--- config.mk ---
export PLATFORM = sky130hd
export DESIGN_NAME = tc_clockgen
export DESIGN_NICKNAME = d
export VERILOG_FILES = /design/src/rtl/tclk_pkg.sv /design/src/rtl/tc_mod_div.sv /design/src/rtl/tc_stretch_fsm.sv /design/src/rtl/tc_clockgen.sv
export SDC_FILE = /design/constraint.sdc
export NUM_CORES = 1
export LEC_CHECK = 0
export BUFFER_PORTS_ARGS = -buffer_cell sky130_fd_sc_hd__buf_2
export CORE_UTILIZATION = 33
export DETAILED_ROUTE_END_ITERATION = 6
export SLEW_MARGIN = 20
export SYNTH_ARGS = -nofsm -noshare
export SYNTH_HDL_FRONTEND = slang
export SYNTH_SLANG_ARGS = --single-unit
--- constraint.sdc ---
create_clock -name clk -period 2.07 [get_ports clk]
set_input_delay 0.207 -clock clk [delete_from_list [all_inputs] [get_ports clk]]
set_output_delay 0.207 -clock clk [all_outputs]
set_load 0.01 [all_outputs]
--- src/rtl/tclk_pkg.sv ---
package tclk_pkg;
  // phase of the processor clock sequencer
  typedef enum logic [1:0] {
    PH_NORMAL  = 2'd0,
    PH_LONG_LO = 2'd1,
    PH_LONG_HI = 2'd2
  } cyc_phase_e;

  localparam int unsigned DEF_BAUD_DIV = 13;
  localparam int unsigned DEF_CHAR_DIV = 14;
endpackage

--- src/rtl/tc_mod_div.sv ---
module tc_mod_div #(
  parameter int unsigned DIV = 14,
  localparam int unsigned CW = (DIV > 1) ? $clog2(DIV) : 1
) (
  input  logic          clk,
  input  logic          rst,
  output logic [CW-1:0] cnt,
  output logic          at_last
);
  function automatic logic is_last(input logic [CW-1:0] c);
    return c == CW'(DIV - 1);
  endfunction

  assign at_last = is_last(cnt);

  always_ff @(posedge clk) begin
    if (rst)          cnt <= '0;
    else if (at_last) cnt <= '0;
    else              cnt <= cnt + 1'b1;
  end


  wrap_to_zero_chk: assert property (@(posedge clk) disable iff (rst)
    at_last |=> cnt == '0);


  in_range_chk: assert property (@(posedge clk) disable iff (rst)
    cnt <= CW'(DIV - 1));
endmodule

--- src/rtl/tc_stretch_fsm.sv ---
module tc_stretch_fsm
  import tclk_pkg::*;
(
  input  logic clk,
  input  logic rst,
  input  logic cyc_last,
  input  logic char_hi,
  input  logic req,
  output logic cpu_clk,
  output logic active
);
  cyc_phase_e phase, phase_nx;

  always_comb begin
    phase_nx = phase;
    if (cyc_last) begin
      unique case (phase)
        PH_LONG_LO: phase_nx = PH_LONG_HI;
        default:    phase_nx = req ? PH_LONG_LO : PH_NORMAL;
      endcase
    end
  end

  always_ff @(posedge clk) begin
    if (rst) phase <= PH_NORMAL;
    else     phase <= phase_nx;
  end

  always_comb begin
    unique case (phase)
      PH_LONG_LO: cpu_clk = 1'b0;
      PH_LONG_HI: cpu_clk = 1'b1;
      default:    cpu_clk = ~char_hi;
    endcase
  end

  assign active = (phase != PH_NORMAL);


  lo_then_hi_chk: assert property (@(posedge clk) disable iff (rst)
    (phase == PH_LONG_LO && cyc_last) |=> phase == PH_LONG_HI);


  hold_mid_cycle_chk: assert property (@(posedge clk) disable iff (rst)
    !cyc_last |=> $stable(phase));
endmodule

--- src/rtl/tc_clockgen.sv ---
module tc_clockgen
  import tclk_pkg::*;
#(
  parameter int unsigned BAUD_DIV = DEF_BAUD_DIV,
  parameter int unsigned CHAR_DIV = DEF_CHAR_DIV
) (
  input  logic clk,
  input  logic rst,
  input  logic stretch_req,
  output logic dot_en,
  output logic baud_en,
  output logic char_clk,
  output logic cpu_clk,
  output logic stretch_active
);
  localparam int unsigned BW   = (BAUD_DIV > 1) ? $clog2(BAUD_DIV) : 1;
  localparam int unsigned CCW  = (CHAR_DIV > 1) ? $clog2(CHAR_DIV) : 1;
  localparam int unsigned HALF = CHAR_DIV / 2;

  function automatic logic char_high(input logic [CCW-1:0] c);
    return c < CCW'(HALF);
  endfunction

  logic [BW-1:0]  baud_cnt;
  logic [CCW-1:0] char_cnt;
  logic           baud_last;
  logic           char_last;
  logic           char_hi;
  logic           dot_q;

  tc_mod_div #(.DIV(BAUD_DIV)) u_baud_div (
    .clk(clk), .rst(rst), .cnt(baud_cnt), .at_last(baud_last)
  );

  tc_mod_div #(.DIV(CHAR_DIV)) u_char_div (
    .clk(clk), .rst(rst), .cnt(char_cnt), .at_last(char_last)
  );

  assign char_hi = char_high(char_cnt);

  tc_stretch_fsm u_fsm (
    .clk(clk), .rst(rst), .cyc_last(char_last), .char_hi(char_hi),
    .req(stretch_req), .cpu_clk(cpu_clk), .active(stretch_active)
  );

  always_ff @(posedge clk) begin
    if (rst) dot_q <= 1'b0;
    else     dot_q <= 1'b1;
  end

  assign dot_en   = dot_q;
  assign baud_en  = baud_last;
  assign char_clk = char_hi;


  baud_single_chk: assert property (@(posedge clk) disable iff (rst)
    baud_en |=> !baud_en);


  baud_restart_chk: assert property (@(posedge clk) disable iff (rst)
    baud_en |=> baud_cnt == '0);


  opposite_phase_chk: assert property (@(posedge clk) disable iff (rst)
    !stretch_active |-> cpu_clk != char_clk);


  stretch_start_chk: assert property (@(posedge clk) disable iff (rst)
    $rose(stretch_active) |-> (char_cnt == '0 && !cpu_clk));


  realign_chk: assert property (@(posedge clk) disable iff (rst)
    $fell(stretch_active) |-> (char_cnt == '0 && cpu_clk != char_clk));


  dot_run_chk: assert property (@(posedge clk) disable iff (rst)
    dot_en |=> dot_en);
endmodule

==> qor.yml, run 1 <==
timing:
  timing.hold.ws_ps: 174
  max_slew_margin: 0.867
  min_period_ps: 1510
  setup_viol: 0
  hold_viol: 0
  tns_ps: 0
  rsz0062_at_grt: "no"
  period_share: 0.732
  drv_slew: 0
  tightest_slew_ps: 200
  clock.fmax_mhz: 660
  clock-skew-final_ps: 1.06
clocking:
  cts_root_buf: "clkbuf_4"
  cts_hold_buf: 0
  clk_pin_slew_ps: 70
  cts_sinks: 11
  htree_levels: 1
  cts-buffers-inserted: 3
  cts_tree: "built"
  clockBufferDepth: 2
  cts_resized: 0
  clock_latency_ps: 260
  cts_setup_buffers: 0
route:
  viasPerCell: 4.60
  drtPass1Iterations: 2
  drc: 0
  routed_wl_um: 768
  avgRoutedWirePerCell_um: 9.37
  vias: 377
  ant_nets: 0
  drt_iter0_drc: 6
power:
  finalPower_mw: 0.410
  seqPwrFrac: 0.569
  combPwrFrac: 0.084
  ir_worst_vdd_v: 0.000322
  pwr-share-clk: 0.347
  p_sw_mw: 0.0965
  p_per_area_nw_per_um2: 693
  cellLeakagePower_nw: 0.272
  netSwitchingFraction: 0.235
  internal-power_mw: 0.313
logic_synthesis:
  ys_seq_elements: 11
  syn_inst: 56
  syn_nets: 66
  ys_types: 16
  yosys_warnings: 0
  yosysSeqAreaShare: 0.430
  syn_area_um2: 512
  syn_avg_cell_area_um2: 9.14
critical_path:
  arrival_ps: 1310
  worst_setup_path_end_kind: "output port"
  cp-start-kind: "register"
  required_ps: 1860
  crit_path_max_fanout: 3
  crit_type: "reg2out"
  r2r.worst_path.cells: 4
layout:
  drive_gt1_frac: 0.194
  antenna_cells: 0
  mostFrequentLayoutCells: "inv_1, dfxtp_1, nor2_1, ha_1, buf_2"
  stdcell_count: 82
  nets: 78
  syn_to_final_growth_pct: 15.6
  filler_cell_count: 153
min_path:
  whs_path_depth: 2
  hp-class: "in2reg"
grt:
  grt_first_pass_wirelength_mm: 1.12
  grt_pass1_vias: 297
  overflow: 0
  grt.total_usage: 0.110
  grt_max_degree: 7
  antenna_found_initial: 0
die:
  fp.dieW_um: 41.4
  core_um2: 1370
  io_pins: 8
  num_rows: 13
  die_y_um: 41.4
  design.die.area_um2: 1710
  initial_core_util: 0.375
placed_design:
  dp.cells: 78
  dp_hpwl_um: 583
  gp_congestion: 0.640
  io_buffers: 7
run_status:
  status: "completed"
flow_run:
  maxCapViolCount: 0
## layer usage
metal	share of wire	up-vias	track usage
met5	0	-	0
met4	0.012	0	0.0484
met3	0.055	2	0.0798
met2	0.45	7	0.156
met1	0.48	169	0.123
li1	-	199	-
## critical path, cell delays in order (launching register included)
cell,delay (ps)
dfxtp_1,360
inv_1,70
ha_1,300
mux2i_1,170
buf_2,140
## flip-flops by register name, summed over array words and instances, names as in the netlist
name            cells
u_fsm.phase         2
u_char_div.cnt      4
u_baud_div.cnt      4
dot_en              1
## logic make-up after synthesis
| logic type | synth area share |
|---|---|
| mux | 0.0391 |
| xor+xnor | 0.0342 |
| fa+ha+maj | 0.171 |
| compound gates | 0.0856 |
| simple gates | 0.159 |
| flops | 0.430 |
| buf+inv | 0.0807 |
## final cells by class
| cell class | count | area, um^2 | share of cell area |
|---|---|---|---|
| tap | 15 | 18.8 | 0.0317 |
| sequential | 11 | 220 | 0.372 |
| multi-input combinational | 34 | 250 | 0.423 |
| inverter | 11 | 41.3 | 0.0698 |
| timing repair buffer | 7 | 35.0 | 0.0592 |
| clock buffer | 4 | 26.3 | 0.0444 |
## power groups by stage
| stage | Combinational (mW) | Sequential [mW] | Clock [mW] |
|---|---|---|---|
| 2_1_floorplan | 0.0252 | 0.237 | 0 |
| 3_3_place_gp | 0.0344 | 0.238 | 0 |
| 3_5_place_dp | 0.0347 | 0.238 | 0 |
| 4_1_cts | 0.0349 | 0.233 | 0.152 |
| 5_1_grt | 0.0407 | 0.235 | 0.158 |
| 6_report | 0.0344 | 0.233 | 0.142 |
## stage by stage
| stage | setup slack, ps | cell area, um^2 | util |
|---|---|---|---|
| 2_1_floorplan | 820 | 512 | - |
| 3_3_place_gp | 798 | 566 | 0.414 |
| 3_5_place_dp | 752 | 566 | 0.414 |
| 4_1_cts | 516 | 592 | 0.433 |
| 5_1_grt | 438 | 592 | 0.433 |
| 6_report | 555 | 592 | 0.433 |
## worst paths after layout
kind | start | to | slack, ps
min | rst | u_fsm.phase[0] | 170
min reg2reg | u_baud_div.cnt[0] | u_baud_div.cnt[0] | 460
max | u_fsm.phase[1] | cpu_clk | 560
max reg2reg | u_char_div.cnt[0] | u_fsm.phase[0] | 740
## synthesized netlist by cell type
cell type,count,share of area
dfxtp_1,11,0.43
inv_1,11,0.081
ha_1,7,0.17
nor2_1,7,0.051
a21oi_1,5,0.049
mux2i_1,2,0.039
nand2_1,2,0.015
o21ai_0,2,0.020
xnor2_1,2,0.034
a21oi_2,1,0.017
and3_1,1,0.012
nand3_2,1,0.020
nand4b_1,1,0.017
or2_2,1,0.012
or3b_1,1,0.017
or4_1,1,0.015
(Power assumes the default switching activity.)
==> inputs of run 2 (changes only) <==
==> constraint.sdc (replaced) <==
create_clock -name clk -period 1.4 [get_ports clk]
set_input_delay 0.14 -clock clk [delete_from_list [all_inputs] [get_ports clk]]
set_output_delay 0.14 -clock clk [all_outputs]
set_load 0.01 [all_outputs]
==> qor.yml, run 2 (synthesis results as in run 1) <==
run_status:
  status: "completed"
flow_run:
  maxCapViolCount: 0
grt:
  overflow: 0
  grt_max_degree: 7
  grt_pass1_vias: 353
  grt_first_pass_wirelength_mm: 1.30
  grt.total_usage: 0.127
  antenna_found_initial: 0
critical_path:
  cp_num_cells: 4
  critPathBufInv: 2
  arrival_ps: 1210
  crit_slowest_cell: "dfxtp_2"
  worst_setup_path_end_kind: "output port"
  worstPathCellList: "inv_2 -> ha_4 -> mux2i_1 -> buf_2"
  required_ps: 1260
  cp-start-kind: "register"
  crit_path_max_fanout: 2
  r2r.worst_path.cells: 5
  crit_type: "reg2out"
  cpPeakStageDelay_ps: 340
  cp_top_family: "flip-flops"
clocking:
  clk_pin_slew_ps: 70
  cts_sinks: 11
  cts_tree: "built"
  clock_latency_ps: 270
  cts_hold_buf: 0
  clockBufferDepth: 2
  cts_root_buf: "clkbuf_4"
  cts-buffers-inserted: 3
  htree_levels: 1
die:
  io_pins: 8
  initial_core_util: 0.375
  num_rows: 13
  die_y_um: 41.4
  fp.dieW_um: 41.4
  core_um2: 1370
  design.die.area_um2: 1710
layout:
  syn_to_final_growth_pct: 27.1
  nets: 83
  filler_cell_count: 147
  stdcell_area_um2: 651
  antenna_cells: 0
  reg.largest.list: "u_baud_div.cnt (4), u_char_div.cnt (4), u_fsm.phase (2)"
  layout_commonest_cell: "inv_1"
  drive_gt1_frac: 0.361
  mostFrequentLayoutCells: "inv_1, nor2_1, dfxtp_1, buf_2, ha_1"
route:
  drt_iter0_drc: 1
  viasPerCell: 4.55
  vias: 396
  drtPass1Iterations: 2
  drc: 0
  avgRoutedWirePerCell_um: 10.0
  ant_nets: 0
  routed_wl_um: 870
min_path:
  whs_path_depth: 2
  hp-class: "in2reg"
timing:
  min_period_ps: 1350
  tns_ps: 0
  clock.fmax_mhz: 738
  setup_viol: 0
  period_share: 0.968
  max_slew_margin: 0.894
  clock-skew-final_ps: 0.946
  tightest_slew_ps: 158
  drv_slew: 0
  hold_viol: 0
  rsz0062_at_grt: "yes"
power:
  p_per_area_nw_per_um2: 955
  ir_worst_vdd_v: 0.000476
  finalPower_mw: 0.621
  cellLeakagePower_nw: 0.302
placed_design:
  place_area_um2: 581
  io_buffers: 7
  dp_hpwl_um: 630
  gp_congestion: 0.646
run 2: cell types whose count changed in the layout (fill, tap and decap cells not counted):
cell,change
a21oi_1,-1
a21oi_2,+1
buf_4,+5
dfxtp_1,-4
dfxtp_2,+4
ha_1,-1
ha_4,+1
inv_1,-2
inv_2,+2
run 2: final timing paths:
| check | startpoint | endpoint | slack (ps) |
|---|---|---|---|
| max | u_fsm.phase[1] | cpu_clk | 50 |
| min | rst | u_fsm.phase[0] | 90 |
| max reg2reg | u_char_div.cnt[1] | u_fsm.phase[0] | 130 |
| min reg2reg | u_char_div.cnt[0] | u_char_div.cnt[0] | 450 |
run 2: what timing repair did:
item	in CTS	in global routing
pin swaps	0	1
setup endpoints to repair	1	2
resized for setup	5	3
setup buffers	2	1
run 2: layout make-up:
type | instances | area [um^2] | area share
clock buffers | 4 | 26.3 | 0.0404
inverters | 11 | 41.3 | 0.0635
multi-input cells | 34 | 267 | 0.410
flip-flops and latches | 11 | 225 | 0.346
well taps | 15 | 18.8 | 0.0288
repair buffers | 12 | 72.6 | 0.112
run 2: routing by layer:
| layer | wire (um) | vias to the layer above | track usage |
|---|---|---|---|
| li1 | - | 209 | - |
| met1 | 384 | 176 | 0.109 |
| met2 | 429 | 7 | 0.223 |
| met3 | 33 | 4 | 0.0638 |
| met4 | 23 | 0 | 0.0968 |
| met5 | 0 | - | 0 |
run 2: power by group:
group | internal (mW) | switching, mW | total [mW]
registers | 0.331 | 0.0134 | 0.344
logic | 0.0289 | 0.0312 | 0.0601
clock network | 0.110 | 0.107 | 0.217
run 2: through the flow:
step	utilization	setup WS, ps	instances	hold WS (ps)
finish	0.476	45.2	87	88.4
global route	0.476	-40.9	87	99.9
CTS	0.469	9.95	86	82.8
detailed placement	0.425	97.5	80	380
global placement	0.425	129	80	376
floorplan	-	150	56	202
==> inputs of run 3 (changes only) <==
--- a/config.mk
+++ b/config.mk
@@ -8,6 +8,7 @@
 export BUFFER_PORTS_ARGS = -buffer_cell sky130_fd_sc_hd__buf_2
 export CORE_UTILIZATION = 33
 export DETAILED_ROUTE_END_ITERATION = 6
+export GPL_TIMING_DRIVEN = 0
 export SLEW_MARGIN = 20
 export SYNTH_ARGS = -nofsm -noshare
 export SYNTH_HDL_FRONTEND = slang
==> qor.yml, run 3 (synthesis results as in run 1) <==
power:
  finalPower_mw: 0.604
  cellLeakagePower_nw: 0.287
  ir_worst_vdd_v: 0.000470
  p_per_area_nw_per_um2: 962
die:
  design.die.area_um2: 1710
  core_um2: 1370
  fp.dieW_um: 41.4
  die_y_um: 41.4
  num_rows: 13
  io_pins: 8
  initial_core_util: 0.375
timing:
  setup_viol: 0
  timing.hold.ws_ps: 100
  clock-skew-final_ps: 4.06
  min_period_ps: 1340
  rsz0062_at_grt: "yes"
  tightest_slew_ps: 212
  period_share: 0.956
  clock.fmax_mhz: 747
  max_slew_margin: 0.859
  drv_slew: 0
  hold_viol: 0
route:
  ant_nets: 0
  top_layer: "met4"
  wl_met3_um: 25
  routed-wl-met2_um: 353
  drc: 0
  avgRoutedWirePerCell_um: 9.19
  drt_iter0_drc: 5
  vias: 375
  routed_wl_um: 772
  drt-met1-wl_um: 384
  viasPerCell: 4.46
  drtPass1Iterations: 4
clocking:
  cts_tree: "built"
  clock_latency_ps: 260
  cts_root_buf: "clkbuf_4"
  cts_sinks: 11
  cts-buffers-inserted: 3
  clockBufferDepth: 2
  clk_pin_slew_ps: 70
  htree_levels: 1
  cts_hold_buf: 0
placed_design:
  io_buffers: 7
  gp_congestion: 0.661
  dp_hpwl_um: 593
  place_area_um2: 566
critical_path:
  required_ps: 1260
  arrival_ps: 1200
  worst_setup_path_end_kind: "output port"
  crit_path_max_fanout: 2
  cp-start-kind: "register"
  crit_type: "reg2out"
grt:
  grt_first_pass_wirelength_mm: 1.15
  antenna_found_initial: 0
  grt.total_usage: 0.110
  grt_pass1_vias: 297
  overflow: 0
  grt_max_degree: 7
layout:
  layout.core_utilization: 0.460
  reg.largest.list: "u_baud_div.cnt (4), u_char_div.cnt (4), u_fsm.phase (2)"
  stdcell_area_um2: 628
  antenna_cells: 0
  syn_to_final_growth_pct: 22.7
  drive_gt1_frac: 0.333
  filler_cell_count: 135
  mostFrequentLayoutCells: "inv_1, nor2_1, dfxtp_1, buf_2, ha_1"
  layout_commonest_cell: "inv_1"
  nets: 80
flow_run:
  maxCapViolCount: 0
run_status:
  status: "completed"
min_path:
  hp-class: "in2reg"
-- run 3: cell count changes in the layout (fill, tap and decap cells not counted) --
cell,previous run,this run
buf_4,5,2
-- run 3: worst paths after layout --
kind                           from                end  slack, ps  cells past startpoint
setup / recovery     u_fsm.phase[0]            cpu_clk         60                      4
hold / removal                  rst     u_fsm.phase[0]        100                      2
setup reg to reg  u_char_div.cnt[1]     u_fsm.phase[0]        100                      5
hold reg to reg   u_baud_div.cnt[0]  u_baud_div.cnt[0]        430                      1
-- run 3: critical path, cell delays in order (launching register included) --
cell	delay [ps]
dfxtp_2	340
inv_2	50
ha_4	260
mux2i_1	160
buf_2	140
-- run 3: timing repair --
item / 4_1_cts / 5_1_grt
setup endpoints to repair: 1 / 3
resized for setup: 2 / 6
pin swaps: 0 / 1
endpoints found under the hold margin: 0 / 0
setup buffers: 2 / 0
-- run 3: final cells by class --
class / count / area [um^2] / area share
clock buffers: 4 / 26.3 / 0.0418
inverters: 11 / 41.3 / 0.0657
multi-input cells: 34 / 267 / 0.424
flip-flops and latches: 11 / 225 / 0.359
well taps: 15 / 18.8 / 0.0299
repair buffers: 9 / 50.0 / 0.0797
-- run 3: routing by layer --
metal | up-vias | GRT usage
met5 | - | 0
met4 | 0 | 0.0968
met3 | 2 | 0.0319
met2 | 5 | 0.156
met1 | 161 | 0.135
li1 | 207 | -
-- run 3: where the power goes --
| group | total [mW] | leakage [nW] | switching [mW] | internal, mW |
|---|---|---|---|---|
| clock network | 0.206 | 0.0150 | 0.0958 | 0.110 |
| logic | 0.0518 | 0.180 | 0.0275 | 0.0242 |
| registers | 0.347 | 0.0917 | 0.0161 | 0.330 |
-- run 3: stage by stage --
step / setup slack [ps] / TNS (ps) / cells
4_1_cts: 5.01 / 0 / 84
5_1_grt: -26.1 / -26.1 / 84
2_1_floorplan: 150 / 0 / 56
3_5_place_dp: 60.3 / 0 / 78
3_3_place_gp: 81.4 / 0 / 78
6_report: 60.9 / 0 / 84
